===== config.mk =====
export PLATFORM = sky130hd
export DESIGN_NAME = txd_ring_walker
export DESIGN_NICKNAME = d
export VERILOG_FILES = /design/src/rtl/txw_pkg.sv /design/src/rtl/txw_ring_ctl.sv /design/src/rtl/txw_frame_clamp.sv /design/src/rtl/txw_byte_pick.sv /design/src/rtl/txd_ring_walker.sv
export SDC_FILE = /design/constraint.sdc
export NUM_CORES = 1
export LEC_CHECK = 0
export ABC_AREA = 1
export BUFFER_PORTS_ARGS = -buffer_cell sky130_fd_sc_hd__buf_4
export CORE_MARGIN = 4
export CORE_UTILIZATION = 55
export DETAILED_ROUTE_END_ITERATION = 12
export PLACE_DENSITY = 0.82
export SYNTH_ARGS = -nofsm -noshare
export SYNTH_HDL_FRONTEND = slang
export SYNTH_SLANG_ARGS = --single-unit

===== constraint.sdc =====
create_clock -name clk -period 7.15 [get_ports clk]
set_clock_uncertainty 0.05 [all_clocks]
set_input_delay 0.3575 -clock clk [delete_from_list [all_inputs] [get_ports clk]]
set_output_delay 0.3575 -clock clk [all_outputs]
set_load 0.01 [all_outputs]

===== src/rtl/txw_pkg.sv =====
package txw_pkg;

   // Descriptor flag bit positions inside the 16-bit flags field.
   localparam int unsigned FLAG_OWN  = 15;
   localparam int unsigned FLAG_WRAP = 13;
   localparam int unsigned FLAG_LAST = 11;

   // Distance between consecutive descriptors in bytes.
   localparam int unsigned DESC_STRIDE = 8;

   typedef enum logic [3:0] {
      S_IDLE,
      S_HDR_REQ,
      S_HDR_WAIT,
      S_PTR_REQ,
      S_PTR_WAIT,
      S_DAT_REQ,
      S_DAT_WAIT,
      S_SHIFT,
      S_FLUSH,
      S_WB_REQ
   } txw_state_e;

endpackage


===== src/rtl/txw_ring_ctl.sv =====
// Ring base, descriptor pointer and trigger latch.
module txw_ring_ctl #(
   parameter int unsigned AW = 32
)(
   input  logic          clk,
   input  logic          rst_n,
   input  logic          enable_i,
   input  logic          kick_i,
   input  logic          base_wr_i,
   input  logic [AW-1:0] base_data_i,
   input  logic          walking_i,
   input  logic          advance_i,
   input  logic          wrap_i,
   input  logic          done_i,
   output logic          go_o,
   output logic [AW-1:0] ptr_o
);

   localparam logic [AW-1:0] STRIDE   = AW'(txw_pkg::DESC_STRIDE);
   localparam logic [AW-1:0] ALIGN_MK = ~AW'(3);

   logic [AW-1:0] base_q;
   logic [AW-1:0] ptr_q;
   logic [AW-1:0] base_n;
   logic          reload_q;
   logic          pend_q;
   logic          trig;

   assign trig   = kick_i & enable_i;
   assign go_o   = ~walking_i & (trig | pend_q);
   assign base_n = base_wr_i ? (base_data_i & ALIGN_MK) : base_q;
   assign ptr_o  = ptr_q;

   always_ff @(posedge clk or negedge rst_n) begin
      if (!rst_n) begin
         pend_q <= 1'b0;
      end else if (go_o) begin
         pend_q <= 1'b0;
      end else if (trig) begin
         pend_q <= 1'b1;
      end
   end

   always_ff @(posedge clk or negedge rst_n) begin
      if (!rst_n) begin
         base_q <= '0;
      end else begin
         base_q <= base_n;
      end
   end

   // A base write during a walk is applied when the current
   // descriptor is finished, so its write-back address stays valid.
   always_ff @(posedge clk or negedge rst_n) begin
      if (!rst_n) begin
         ptr_q    <= '0;
         reload_q <= 1'b0;
      end else if (base_wr_i && !walking_i) begin
         ptr_q    <= base_n;
         reload_q <= 1'b0;
      end else if (advance_i) begin
         ptr_q    <= (reload_q || wrap_i || base_wr_i) ? base_n : ptr_q + STRIDE;
         reload_q <= 1'b0;
      end else if (done_i && (reload_q || base_wr_i)) begin
         ptr_q    <= base_n;
         reload_q <= 1'b0;
      end else if (base_wr_i) begin
         reload_q <= 1'b1;
      end
   end

endmodule


===== src/rtl/txw_frame_clamp.sv =====
// Running frame byte count and per-buffer length cut.
module txw_frame_clamp #(
   parameter int unsigned LEN_W     = 16,
   parameter int unsigned MAX_FRAME = 2032,
   localparam int unsigned CW       = $clog2(MAX_FRAME + 1)
)(
   input  logic             clk,
   input  logic             rst_n,
   input  logic             load_i,
   input  logic [LEN_W-1:0] len_i,
   input  logic             end_i,
   output logic [CW-1:0]    len_eff_o,
   output logic             over_o
);

   localparam int unsigned CMP_W = ((LEN_W > CW) ? LEN_W : CW) + 1;

   logic [CW-1:0]    count_q;
   logic [CMP_W-1:0] room;
   logic [CMP_W-1:0] need;

   assign room      = CMP_W'(MAX_FRAME) - CMP_W'(count_q);
   assign need      = CMP_W'(len_i);
   assign over_o    = need > room;
   assign len_eff_o = over_o ? room[CW-1:0] : need[CW-1:0];

   always_ff @(posedge clk or negedge rst_n) begin
      if (!rst_n) begin
         count_q <= '0;
      end else if (end_i) begin
         count_q <= '0;
      end else if (load_i) begin
         count_q <= count_q + len_eff_o;
      end
   end

endmodule


===== src/rtl/txw_byte_pick.sv =====
// Selects one byte lane of a memory word.
module txw_byte_pick #(
   parameter bit BIG_ENDIAN = 1'b1
)(
   input  logic [31:0] word_i,
   input  logic [1:0]  off_i,
   output logic [7:0]  byte_o
);

   logic [1:0] lane;

   if (BIG_ENDIAN) begin : g_big
      assign lane = ~off_i;
   end else begin : g_little
      assign lane = off_i;
   end

   assign byte_o = word_i[{lane, 3'b000} +: 8];

endmodule


===== src/rtl/txd_ring_walker.sv =====
module txd_ring_walker
   import txw_pkg::*;
#(
   parameter int unsigned AW        = 32,
   parameter int unsigned MAX_FRAME = 2032,
   parameter bit          BIG_ENDIAN = 1'b1
)(
   input  logic          clk,
   input  logic          rst_n,
   input  logic          ctl_enable,
   input  logic          kick,
   input  logic          ring_base_wr,
   input  logic [AW-1:0] ring_base_data,
   output logic          mem_req,
   output logic          mem_we,
   output logic [AW-1:0] mem_addr,
   output logic [31:0]   mem_wdata,
   input  logic          mem_gnt,
   input  logic          mem_rvalid,
   input  logic [31:0]   mem_rdata,
   output logic [7:0]    tx_data,
   output logic          tx_valid,
   output logic          tx_last,
   input  logic          tx_ready,
   output logic          ev_buf_done,
   output logic          ev_frame_done,
   output logic          ev_oversize,
   output logic          busy
);

   localparam int unsigned LEN_W = 16;
   localparam int unsigned CW    = $clog2(MAX_FRAME + 1);
   localparam logic [AW-1:0] PTR_OFS = AW'(4);

   if (AW < 8 || AW > 32) begin : g_bad_aw
      $error("txd_ring_walker: AW must lie in 8..32");
   end
   if (MAX_FRAME < 1 || MAX_FRAME >= (1 << LEN_W)) begin : g_bad_max
      $error("txd_ring_walker: MAX_FRAME must fit the length field");
   end

   txw_state_e        st_q;
   logic [15:0]       flags_q;
   logic [LEN_W-1:0]  dlen_q;
   logic [AW-1:0]     baddr_q;
   logic [31:0]       word_q;
   logic [CW-1:0]     rem_q;
   logic              clip_q;
   logic [7:0]        hold_q;
   logic              hold_v_q;
   logic              ev_buf_q;
   logic              ev_frm_q;
   logic              ev_ovr_q;

   logic              go;
   logic [AW-1:0]     ptr;
   logic              walking;
   logic              hdr_fire;
   logic              ptr_fire;
   logic              wb_fire;
   logic              walk_done;
   logic [CW-1:0]     len_eff;
   logic              over;
   logic [7:0]        pick;
   logic              can_move;
   txw_state_e        buf_end_st;

   assign walking   = (st_q != S_IDLE);
   assign hdr_fire  = (st_q == S_HDR_WAIT) && mem_rvalid;
   assign ptr_fire  = (st_q == S_PTR_WAIT) && mem_rvalid;
   assign wb_fire   = (st_q == S_WB_REQ) && mem_gnt;
   assign walk_done = hdr_fire && !mem_rdata[16 + FLAG_OWN];
   assign buf_end_st = flags_q[FLAG_LAST] ? S_FLUSH : S_WB_REQ;
   assign can_move  = !hold_v_q || tx_ready;

   txw_ring_ctl #(.AW(AW)) ring_i (
      .clk         (clk),
      .rst_n       (rst_n),
      .enable_i    (ctl_enable),
      .kick_i      (kick),
      .base_wr_i   (ring_base_wr),
      .base_data_i (ring_base_data),
      .walking_i   (walking),
      .advance_i   (wb_fire),
      .wrap_i      (flags_q[FLAG_WRAP]),
      .done_i      (walk_done),
      .go_o        (go),
      .ptr_o       (ptr)
   );

   txw_frame_clamp #(.LEN_W(LEN_W), .MAX_FRAME(MAX_FRAME)) clamp_i (
      .clk       (clk),
      .rst_n     (rst_n),
      .load_i    (ptr_fire),
      .len_i     (dlen_q),
      .end_i     (wb_fire && flags_q[FLAG_LAST]),
      .len_eff_o (len_eff),
      .over_o    (over)
   );

   txw_byte_pick #(.BIG_ENDIAN(BIG_ENDIAN)) pick_i (
      .word_i (word_q),
      .off_i  (baddr_q[1:0]),
      .byte_o (pick)
   );

   // Memory request port, driven from state only.
   always_comb begin
      mem_req  = 1'b0;
      mem_we   = 1'b0;
      mem_addr = ptr;
      unique case (st_q)
         S_HDR_REQ: begin
            mem_req  = 1'b1;
         end
         S_PTR_REQ: begin
            mem_req  = 1'b1;
            mem_addr = ptr + PTR_OFS;
         end
         S_DAT_REQ: begin
            mem_req  = 1'b1;
            mem_addr = {baddr_q[AW-1:2], 2'b00};
         end
         S_WB_REQ: begin
            mem_req  = 1'b1;
            mem_we   = 1'b1;
         end
         default: ;
      endcase
   end

   assign mem_wdata = {flags_q & ~(16'h1 << FLAG_OWN), dlen_q};

   // Output stream: the held byte goes out once the next byte of
   // the frame exists (last low) or the frame has ended (last high).
   assign tx_data  = hold_q;
   assign tx_valid = hold_v_q && ((st_q == S_SHIFT) || (st_q == S_FLUSH));
   assign tx_last  = (st_q == S_FLUSH);

   assign ev_buf_done   = ev_buf_q;
   assign ev_frame_done = ev_frm_q;
   assign ev_oversize   = ev_ovr_q;
   assign busy          = walking;

   always_ff @(posedge clk or negedge rst_n) begin
      if (!rst_n) begin
         ev_buf_q <= 1'b0;
         ev_frm_q <= 1'b0;
         ev_ovr_q <= 1'b0;
      end else begin
         ev_buf_q <= wb_fire;
         ev_frm_q <= wb_fire && flags_q[FLAG_LAST];
         ev_ovr_q <= wb_fire && clip_q;
      end
   end

   always_ff @(posedge clk or negedge rst_n) begin
      if (!rst_n) begin
         st_q     <= S_IDLE;
         flags_q  <= '0;
         dlen_q   <= '0;
         baddr_q  <= '0;
         word_q   <= '0;
         rem_q    <= '0;
         clip_q   <= 1'b0;
         hold_q   <= '0;
         hold_v_q <= 1'b0;
      end else begin
         unique case (st_q)
            S_IDLE: begin
               if (go) st_q <= S_HDR_REQ;
            end
            S_HDR_REQ: begin
               if (mem_gnt) st_q <= S_HDR_WAIT;
            end
            S_HDR_WAIT: begin
               if (mem_rvalid) begin
                  flags_q <= mem_rdata[31:16];
                  dlen_q  <= mem_rdata[15:0];
                  st_q    <= mem_rdata[16 + FLAG_OWN] ? S_PTR_REQ : S_IDLE;
               end
            end
            S_PTR_REQ: begin
               if (mem_gnt) st_q <= S_PTR_WAIT;
            end
            S_PTR_WAIT: begin
               if (mem_rvalid) begin
                  baddr_q <= mem_rdata[AW-1:0];
                  rem_q   <= len_eff;
                  clip_q  <= over;
                  st_q    <= (len_eff == '0) ? buf_end_st : S_DAT_REQ;
               end
            end
            S_DAT_REQ: begin
               if (mem_gnt) st_q <= S_DAT_WAIT;
            end
            S_DAT_WAIT: begin
               if (mem_rvalid) begin
                  word_q <= mem_rdata;
                  st_q   <= S_SHIFT;
               end
            end
            S_SHIFT: begin
               if (can_move) begin
                  hold_q   <= pick;
                  hold_v_q <= 1'b1;
                  baddr_q  <= baddr_q + AW'(1);
                  rem_q    <= rem_q - CW'(1);
                  if (rem_q == CW'(1)) begin
                     st_q <= buf_end_st;
                  end else if (baddr_q[1:0] == 2'b11) begin
                     st_q <= S_DAT_REQ;
                  end
               end
            end
            S_FLUSH: begin
               if (can_move) begin
                  hold_v_q <= 1'b0;
                  st_q     <= S_WB_REQ;
               end
            end
            S_WB_REQ: begin
               if (mem_gnt) st_q <= S_HDR_REQ;
            end
            default: st_q <= S_IDLE;
         endcase
      end
   end

endmodule


-- Word level (Yosys, flattened, before mapping)
Cells that the tools add are included.
- register bits after elaboration: 200
- bits of input ports: 72
- output and inout bits: 80
- logic and storage cells: 128
- add/sub/neg operators: 6
- $lt $le $gt $ge: 1
- eq/ne operators: 22
- shift operators: 1
- multiplexer cells: 42
- bitwise gates (word level): 5
- reductions and logical operators: 34
- operator list (cell ; count):
    two-way mux 32 bit ; 7
    one-hot mux 32 bit (2 select lines) ; 2
    two-way mux 11 bit ; 5
    two-way mux 4 bit ; 13
    one-hot mux 4 bit (10 select lines) ; 1
    adder 32 x 1 -> 32 bit (second input constant) ; 1
    adder 32 x 3 -> 32 bit (second input constant) ; 1
    adder 32 x 4 -> 32 bit (second input constant) ; 1
    indexed part select 32 x 6 -> 8 bit ; 1
    one-hot mux 11 bit (2 select lines) ; 1
    != test 2 bit (second input constant) ; 9
    greater-than comparator 16 x 17 -> 1 bit ; 1
    == test 4 x 3 -> 1 bit (second input constant) ; 4
    subtractor 11 x 11 -> 12 bit (first input constant) ; 1
    adder 11 bit ; 1
    == test 11 x 1 -> 1 bit (second input constant) ; 1
    zero test 11 bit ; 1
    two-way mux 1 bit ; 11
    AND reduction 11 bit ; 1
    subtractor 11 x 1 -> 11 bit (second input constant) ; 1
    logical AND 1 bit ; 9
    == test 4 x 2 -> 1 bit (second input constant) ; 2
    == test 4 bit (second input constant) ; 2
    AND reduction 2 bit ; 4
    18 further kinds ; 30

-- Longest topological paths before layout
Gate-level depths: netlist (run 1).
- depth after elaboration: 7
- mapped depth: 34

-- Cells and area by module
A second synthesis (run 1) with hierarchy kept.
- cell total of the unflattened synthesis: 2030
- area total of the unflattened synthesis: 13480.4 um^2
- by module, submodules not included (module ; times used ; cells each ; area an instance (um^2) ; seq. area each (um^2)):
    txd_ring_walker ; 1 ; 1203 ; 7867.5 ; 3078.0
    txw_ring_ctl ; 1 ; 480 ; 3534.6 ; 1651.6
    txw_frame_clamp ; 1 ; 253 ; 1682.9 ; 275.3
    txw_byte_pick ; 1 ; 94 ; 395.4 ; 0.0

-- Least setup slack after synthesis (run 1)
Ideal clock, no wire load.
- path type: register -> register
- start point: reg clamp_i.count_q[0]
- end point: reg clamp_i.count_q[8]
- library setup time: 0.129 ns
- arrival time: 3.714 ns
- data required time: 6.971 ns
- path slack: 3.257 ns
- stages on the path, launching flop included: 33
- period minus slack after synthesis: 3.893 ns
- cell sequence: dfrtp_1 > inv_1 > ha_1 > nand2_1 > nand2_1 > nor2_1 > nand2_1 > nand2_1 > nand2_1 > ha_1 > nand2_1 > nor2_1 > nand3_1 > nor2_1 > nor2_1 > nand2_1 > nand2_2 > buf_6 > nand2_1 > nand2_1 > inv_1 > ha_1 > inv_1 > fa_1 > inv_1 > a21oi_1 > or2_2 > nand2_1 > nand2_1 > nand2_1 > a21oi_1 > o21ai_0 > o21ai_0
- cells in the longest elaborated chain, start to end: 6
- ends and longest elaborated chain (item ; line ; RTL):
    start: declaration ; txw_frame_clamp.sv:18 ; logic [CW-1:0] count_q;
    start signal: assignment ; txw_frame_clamp.sv:33 ; count_q <= count_q + len_eff_o;
    subtractor 11 x 11 -> 12 bit ; txw_frame_clamp.sv:22 ; assign room = CMP_W'(MAX_FRAME) - CMP_W'(count_q);
    greater-than comparator 16 x 17 -> 1 bit ; txw_frame_clamp.sv:24 ; assign over_o = need > room;
    two-way mux 11 bit ; txw_frame_clamp.sv:25 ; assign len_eff_o = over_o ? room[CW-1:0] : need[CW-1:0];
    adder 11 bit (*) ; txw_frame_clamp.sv:33 ;
    two-way mux 11 bit (*) ; txw_frame_clamp.sv:32 ; end else if (load_i) begin
    two-way mux 11 bit (*) ; txw_frame_clamp.sv:30 ; end else if (end_i) begin
Every way passes the cells marked *; elsewhere a longest branch is shown, timed or not. The select of a mux whose other input is x is not followed.
A chain may end at the register's enable or synchronous reset.

-- Final worst setup path (run 1)
Same ends and word-level chain as after synthesis.

==> results.txt, run 1 <==
The first global-routing pass estimated 58600 µm of wire. The clock buffer count from CTS was 17. After detailed routing, the number of vias per cell comes to 5.75.

The setup path with the least slack is of type reg -> reg. Of all flip-flops after synthesis, the portion carrying an async set or reset was 100%. The tools report the hold slack as 0.0597 ns.

The total power is 6.45 mW, and the leakage power is 6.98 nW. The highest layer used for signal routing is met4. Counting along the longest clock path gives a buffer depth of 2. For the number of filler instances in the final layout, the log shows 1939. Summed over all nets, wire length on met2 after detailed routing comes to 16800 µm. The logs give 0 for the max-slew violation total from the final report and 1238 for the number of violations reported at the end of detailed-routing iteration 0. The region available for standard cell placement spans 21900 µm². The via count of the first global-routing pass is 11300.

Slew at the pin closest to its max-slew limit: 0.953 ns. The run gives 0 as the number of gates resized after CTS. Combinational group share of total power: 52.4%. For this design the top-level I/O count stands at 152. STA classifies the critical path startpoint as a flip-flop. After global routing the overflow that remains totals 0. Net switching is 48.6% of the power.

In this design, the largest share of critical-path delay is due to simple AND/OR/NAND/NOR gates. The source-to-sink clock delay at the later pin of the worst-skew pair was 0.45 ns. Averaged over all synthesized cells, the footprint is 7.48 µm². Buffers placed on the I/O ports in this run total 148. The most critical setup path has its startpoint at clamp_i.count_q[0]$_DFFE_PN0P_. The detailed route wirelength on metal3 was 3230 µm; the area of all placed cells without fillers was 14100 µm². Across the run, the number of max-cap violations was 0. The maximum number of pins on one net before global-route repair is 81.

Power spread over the standard cell area amounts to 457 nW/µm². The first detailed-routing pass took 6 iterations. The final hold violation count was 0; the longest individual stage delay on the worst path was 0.44 ns. The overall global routing resource usage is 29.7%, and the total cell area at the placement stage is 13500 µm². Measured against its own limit, the worst slew margin works out to 36.4%. The average wire per standard cell came out at 17.7 µm. The worst setup path is captured at a flip-flop. The run gives 0.000202 V as the peak supply drop.

The cell with the biggest individual delay on the critical path was fa_1. Most frequent standard cell in the layout excluding fill and tap cells: nand2_1. In this run, the clock network consumes 16.1% of the power.

Once detail routing completed, the nets flagged for antenna violations numbered 0. The switching power total was 3.13 mW; the CTS clock-pin slew for the worst setup and hold paths was 0.09 ns. In the final timing run, aggregate negative setup slack is 0 ns. Type of the tightest min-delay check: in -> reg.

Counting both buffers and inverters, the worst setup path holds a total of 4. The number of enable-type register cells in the synthesized netlist works out to 0. Summing every instance area after synthesis gives 12300 µm². For this run, the number of Yosys warnings is 0.

Setup violations remaining at the end of the flow were counted as 0. In this run the worst path has a maximum fanout of 13. Data on the critical path is required at its endpoint by 7.43 ns. The startpoint identified for the worst register-to-register timing path is clamp_i.count_q[0]$_DFFE_PN0P_. The tools report the critical hold path startpoint as tx_ready. The die is 158 µm tall. The area overhead of the layout relative to synthesis is 14.6%. TritonCTS built the clock tree. In the final layout, the share of cells above drive strength 1 is 14.7%.

The sequential share of power is 31.6%, and the antenna diode count is 0. The worst path uses 67.8% of the clock period. The logs give 36300 µm for the routed wire length and 11800 for the via count.

For this design, the sink count on the clock tree is 200. The root buffer cell chosen for the clock tree is clkbuf_16. The floorplan step set the die width to 158 µm. For the maximum frequency from static timing analysis, the log shows 206 MHz. The critical path data arrival time was 5.12 ns.

By instance count, the cell type seen most on the critical path is nand2_1. The initial antenna violation count is 0. For the number of nets in the layout, the log shows 1862.

The run finished with clean final reports. After technology mapping, the gate count stands at 1646. The logs give 54 for the total number of placement rows and 1752 for the number of nets produced by synthesis. The top cell types in the final layout, fill and taps aside, are nand2_1 (439), inv_1 (207), dfrtp_1 (200), buf_4 (152), o21ai_0 (150). Setup repair after global routing left no endpoint under its margin. The share of the Yosys chip area taken by registers is 40.6%. The utilization after layout is 64.4%, and the placer's final routability congestion estimate is 0.937. The detailed-route DRC error count is 0, and the internal portion of total power is 3.31 mW. The synthesized netlist contains 57 unique library cells. The tools report the initial standard-cell utilization of the core as 56.2%. In this run, synthesis produced a sequential element count of 200.

Level count of the clock H-tree: 4. For the HPWL after detailed placement, the log shows 26800 µm. The final critical delay including setup and external delays came out at 4.84 ns.

The length of routed wiring on met1 was 15500 µm; the floorplan die area was 24800 µm². The commonest register cell after synthesis was dfrtp_1.
## kinds of logic after synthesis
group,Yosys count,share of synthesized area [%]
AND/OR/NAND/NOR,712,25.4
multiplexers,3,0.274
XOR/XNOR,48,3.41
other,1,0.0305
AO/OA/AOI/OAI,358,16.9
buffers and inverters,290,9.79
adder cells (fa/ha/maj),34,3.52
flip-flops,200,40.6
## cells in the mapped netlist, types with 3 or more instances
library cell  count  area, µm²
nand2_1         439       1650
inv_1           207        777
dfrtp_1         200       5000
o21ai_0         150        751
nor2_1          105        394
a21oi_1          70        350
nand3_1          60        300
xor2_1           46        403
o21ai_1          41        205
o221ai_1         36        315
ha_1             33        413
nor3_1           32        160
clkbuf_1         31        116
nand4_1          22        138
inv_2            17       63.8
o211ai_1         17        128
o22ai_1          16        100
buf_2            12       60.1
buf_6            11        124
nand2_2          10       62.6
nor2_2            9       56.3
a31oi_1           7       43.8
nor2_4            6       67.6
nor4_1            6       37.5
a22oi_1           4       30.0
buf_1             4       15.0
nand3_2           4       40.0
nor3_2            4       40.0
nor3_4            4       65.1
buf_4             3       22.5
mux2_2            3       33.8
nand2_4           3       33.8
or2_2             3       18.8
## per-layer routing
layer	up-vias	track usage, %
met5	-	0
met4	0	7.37
met3	64	5.11
met2	537	47.2
met1	5544	42.5
li1	5640	-
## stage by stage
step	setup WS, ns	instances
after floorplan	3.26	1646
after global placement	2.42	2016
after detailed placement	2.35	2016
after CTS	2.35	2049
after global routing	1.79	2049
final	2.31	2049
## repair_timing
action / in CTS / in global routing
setup buffers: 0 / 0
setup endpoints to repair: 0 / 0
hold endpoints to repair: 78 / 0
hold buffers: 1 / 0
## flip-flops by register name, indices dropped and copies added (netlist names), 4 cells and up
register,count
ring_i.ptr_o,32
clamp_i.count_q,11
rem_q,11
tx_data,8
st_q,4
dlen_q,16
baddr_q,32
ring_i.base_q,32
flags_q,15
word_q,32
## power groups by stage
stage	combinational, mW	sequential [mW]	clock, mW
after floorplan	2.32	1.93	0
after global placement	3.22	2.02	0
after detailed placement	3.31	2.03	0
after CTS	3.34	2.02	1.05
after global routing	3.79	2.09	1.09
final	3.37	2.03	1.04
## final timing paths
path                            slack, ns  cells past startpoint                             end
max in group asynchronous            5.26                      3          dlen_q[15]$_DFFE_PN0P_
worst max register to register       2.31                     31  clamp_i.count_q[8]$_DFFE_PN0P_
worst min register to register       0.42                      2      ring_i.base_q[1]$_DFF_PN0_
worst max-delay path                 2.31                     31  clamp_i.count_q[8]$_DFFE_PN0P_
worst min-delay path                 0.06                      2            hold_v_q$_DFFE_PN0P_
min in group asynchronous            0.45                      2  clamp_i.count_q[7]$_DFFE_PN0P_
## layout make-up
cell class | instances | area (µm²) | area share, %
flip-flops and latches | 200 | 5000 | 35.5
well taps | 280 | 350 | 2.48
inverters | 227 | 857 | 6.08
clock buffers | 17 | 425 | 3.02
repair buffers | 154 | 1160 | 8.26
multi-input cells | 1156 | 6100 | 43.3
clock inverters | 15 | 201 | 1.43
No activity file was read; power rests on OpenSTA's default activity.
==> inputs of run 2 (changes only) <==
- clock period: 7.15 -> 4.7 ns (I/O delays scaled with it)
==> run 2 against run 1 <==
Fmax up 14%. Non-clock buffer count rose by 45. Combinational power rose by 55%. Sequential share of layout area is 1.0 points lower. Design area grew 3.0%. Core utilization rose by 1.9 points. Count of clock-buffer cells in the layout grew 1. Sequential power grew 53%. First-iteration DRC count down 5.3%. Die area did not move. Highest routed layer unchanged.
==> results.txt, run 2 (synthesized netlist as in run 1, its figures left out) <==
The H-tree was split into 4 levels. The first-pass GRT wire length is 59100 µm. Leaving out fill and tap cells, the most frequent cell in the layout is nand2_1. The run gives 11200 as the via count of the first global-routing pass. The worst setup path is captured at a flip-flop. The floorplan step defined a die boundary enclosing 24800 µm². Setup repair after global routing left no endpoint under its margin. In this run the tool buffered the top-level ports with 148 buffer cells.

STA puts the critical path data arrival time at 4.55 ns. The logs give 0 for the final-report setup violation count and 0 for the initial antenna violation count. The run gives 6 as the number of search-and-repair iterations in the first detailed-routing pass. Post-route fraction of the period consumed by the critical path: 90.7%. The net switching fraction of the power works out to 48.5%.

The number of buffers and inverters on the critical path is 4. The largest fanout on the critical path works out to 10. For the total cell area at the placement stage, the log shows 13500 µm². The post-route setup TNS came out at 0 ns. The combinational group share of total power is 53.1%. The placeable core area was 21900 µm². The overall overflow remaining after global route came out at 0. The critical setup path kind is reg -> reg.

For this run, the post-layout net count is 1907. The flow ran to the end, and the final reports show no timing, DRC or antenna violations. The clock drives 200 sinks. The maximum frequency from static timing analysis was 235 MHz; the max-slew violation total from the final report was 0.

Cells with a size suffix above 1 make up 14.7% of the layout. At the pin with the least slew margin, the transition time is 0.938 ns. Summing internal, switching and leakage power gives 9.83 mW. Average wire per standard cell: 17.7 µm. Leaving out fill and tap cells, the most frequent cells in the layout are nand2_1 (439), inv_1 (207), dfrtp_1 (200), buf_4 (157), o21ai_0 (150).

The tools report the placer's final routability congestion estimate as 0.986. Summed over all nets, the switching power comes to 4.77 mW. Clock tree synthesis inserted a total of 17 buffers. For this block, the via count after detailed routing is 12000. The number of maximum-capacitance violations is 0, and the count of placed standard cells including taps is 2019. The horizontal extent of the die was 158 µm. The sequential share of power came out at 31.5%.

The tools report the overall global routing resource usage as 29.9%. The run gives 0.45 ns as the source-to-sink clock delay at the later pin of the worst-skew pair. The worst setup path is launched from a flip-flop.

The final hold violation count is 0. The run gives 0.000321 V as the peak supply drop. Once the floorplan was initialized, standard cells occupied 56.2% of the core.

The longest individual stage delay on the worst path came out at 0.38 ns. After legalization and detailed placement, the total HPWL measured 27000 µm. By instance count, the cell type seen most on the critical path is nand2_1. The tree is rooted in a clkbuf_16. After detailed routing, the number of remaining DRC violations is 0. In this run the deepest clock path goes through 2 buffers. Entering global routing, the biggest net connects 120 pins.

The required time at the worst-slack endpoint is 4.99 ns. The area overhead of the layout relative to synthesis was 18.0%; the routed via count divided by cell count was 5.72. The count of nets left with antenna violations once routing finished came out at 0. In this run, the clock network consumes 15.4% of the power. Once layout is complete, the cells apart from fillers number 2094. The cell type group with the largest total delay on the critical path is simple AND/OR/NAND/NOR gates. The relative max-transition margin was 37.4%; the final critical delay including setup and external delays was 4.26 ns.

The chip height was 158 µm. The cell with the biggest individual delay on the critical path is dfrtp_1. For this design the top-level I/O count stands at 152. The floorplan has 54 rows. After clock tree synthesis, the clock-pin slew on the worst setup and hold paths is 0.09 ns.

Cell internal power was estimated by the tool at 5.07 mW. Summed over all layers, the routed wires come to 37100 µm. With fillers left out, the area of the finished cells amounts to 14500 µm².

TritonCTS built the clock tree. Type of the tightest min-delay check: in -> reg. After the first detailed-routing iteration, the DRC count stood at 1172. 0 antenna diodes ended up in the layout. Summed over all cells, the static leakage comes to 7.16 nW.

For this design the ratio of total power to cell area is 677 nW/µm².
## run 2: cell types whose count changed in the layout (fill, tap and decap cells not counted), sizes merged
| cell | change |
|---|---|
| dlygate4sd3 | +40 |
| buf | +5 |
| inv | -3 |
| clkinv | +2 |
| clkbuf | +1 |
## run 2: cell type report
type                       count  area [µm²]
tap                          280         350
clock buffer                  18         429
sequential                   200        5000
multi-input combinational   1156        6120
clock inverter                14         170
inverter                     227         857
timing repair buffer         199        1600
fill                        1865        7360
## run 2: power groups by stage
stage,Combinational [mW],Sequential (mW),Clock [mW]
after global routing,5.82,3.17,1.60
after detailed placement,5.05,3.10,0
after CTS,5.12,3.07,1.53
final,5.22,3.10,1.52
after floorplan,3.52,2.93,0
after global placement,4.93,3.07,0
## run 2: tightest hold or removal path: stages
cell and delay, ns:
buf_4 0.08, nand2_1 0.04, nand2_1 0.11
## run 2: repair_timing
item | 4_1_cts | 5_1_grt
buffers inserted | 0 | 2
hold endpoints to repair | 158 | 0
hold buffers | 41 | 0
gates resized for setup | 0 | 4
setup endpoints to repair | 0 | 2
## run 2: layer usage
| metal | global-route usage, % | vias to the layer above | share of wire [%] |
|---|---|---|---|
| li1 | - | 5719 | - |
| met5 | 0 | - | 0 |
| met2 | 46.9 | 571 | 46 |
| met3 | 4.48 | 66 | 8.6 |
| met4 | 8.11 | 0 | 2.2 |
| met1 | 43.6 | 5616 | 44 |
## run 2: through the flow
step | setup slack (ns) | util, % | hold slack [ns]
floorplan | 0.807 | - | -0.111
global placement | 0.346 | 61.6 | 0.386
detailed placement | 0.264 | 61.6 | 0.394
CTS | 0.253 | 66.2 | 0.00305
global route | 0.0124 | 66.4 | 0.0264
finish | 0.437 | 66.4 | 0.0133
## run 2: path summary, 6_finish.rpt
check,startpoint,cells past startpoint,end,slack [ns]
min,ring_base_data[17],3,ring_i.base_q[17]$_DFF_PN0_,0.01
max in group asynchronous,rst_n,3,ring_i.base_q[14]$_DFF_PN0_,2.98
min in group asynchronous,rst_n,2,clamp_i.count_q[9]$_DFFE_PN0P_,0.44
min reg2reg,ring_i.base_q[0]$_DFF_PN0_,2,ring_i.base_q[0]$_DFF_PN0_,0.41
max,clamp_i.count_q[0]$_DFFE_PN0P_,30,clamp_i.count_q[8]$_DFFE_PN0P_,0.44
max reg2reg,clamp_i.count_q[0]$_DFFE_PN0P_,30,clamp_i.count_q[8]$_DFFE_PN0P_,0.44
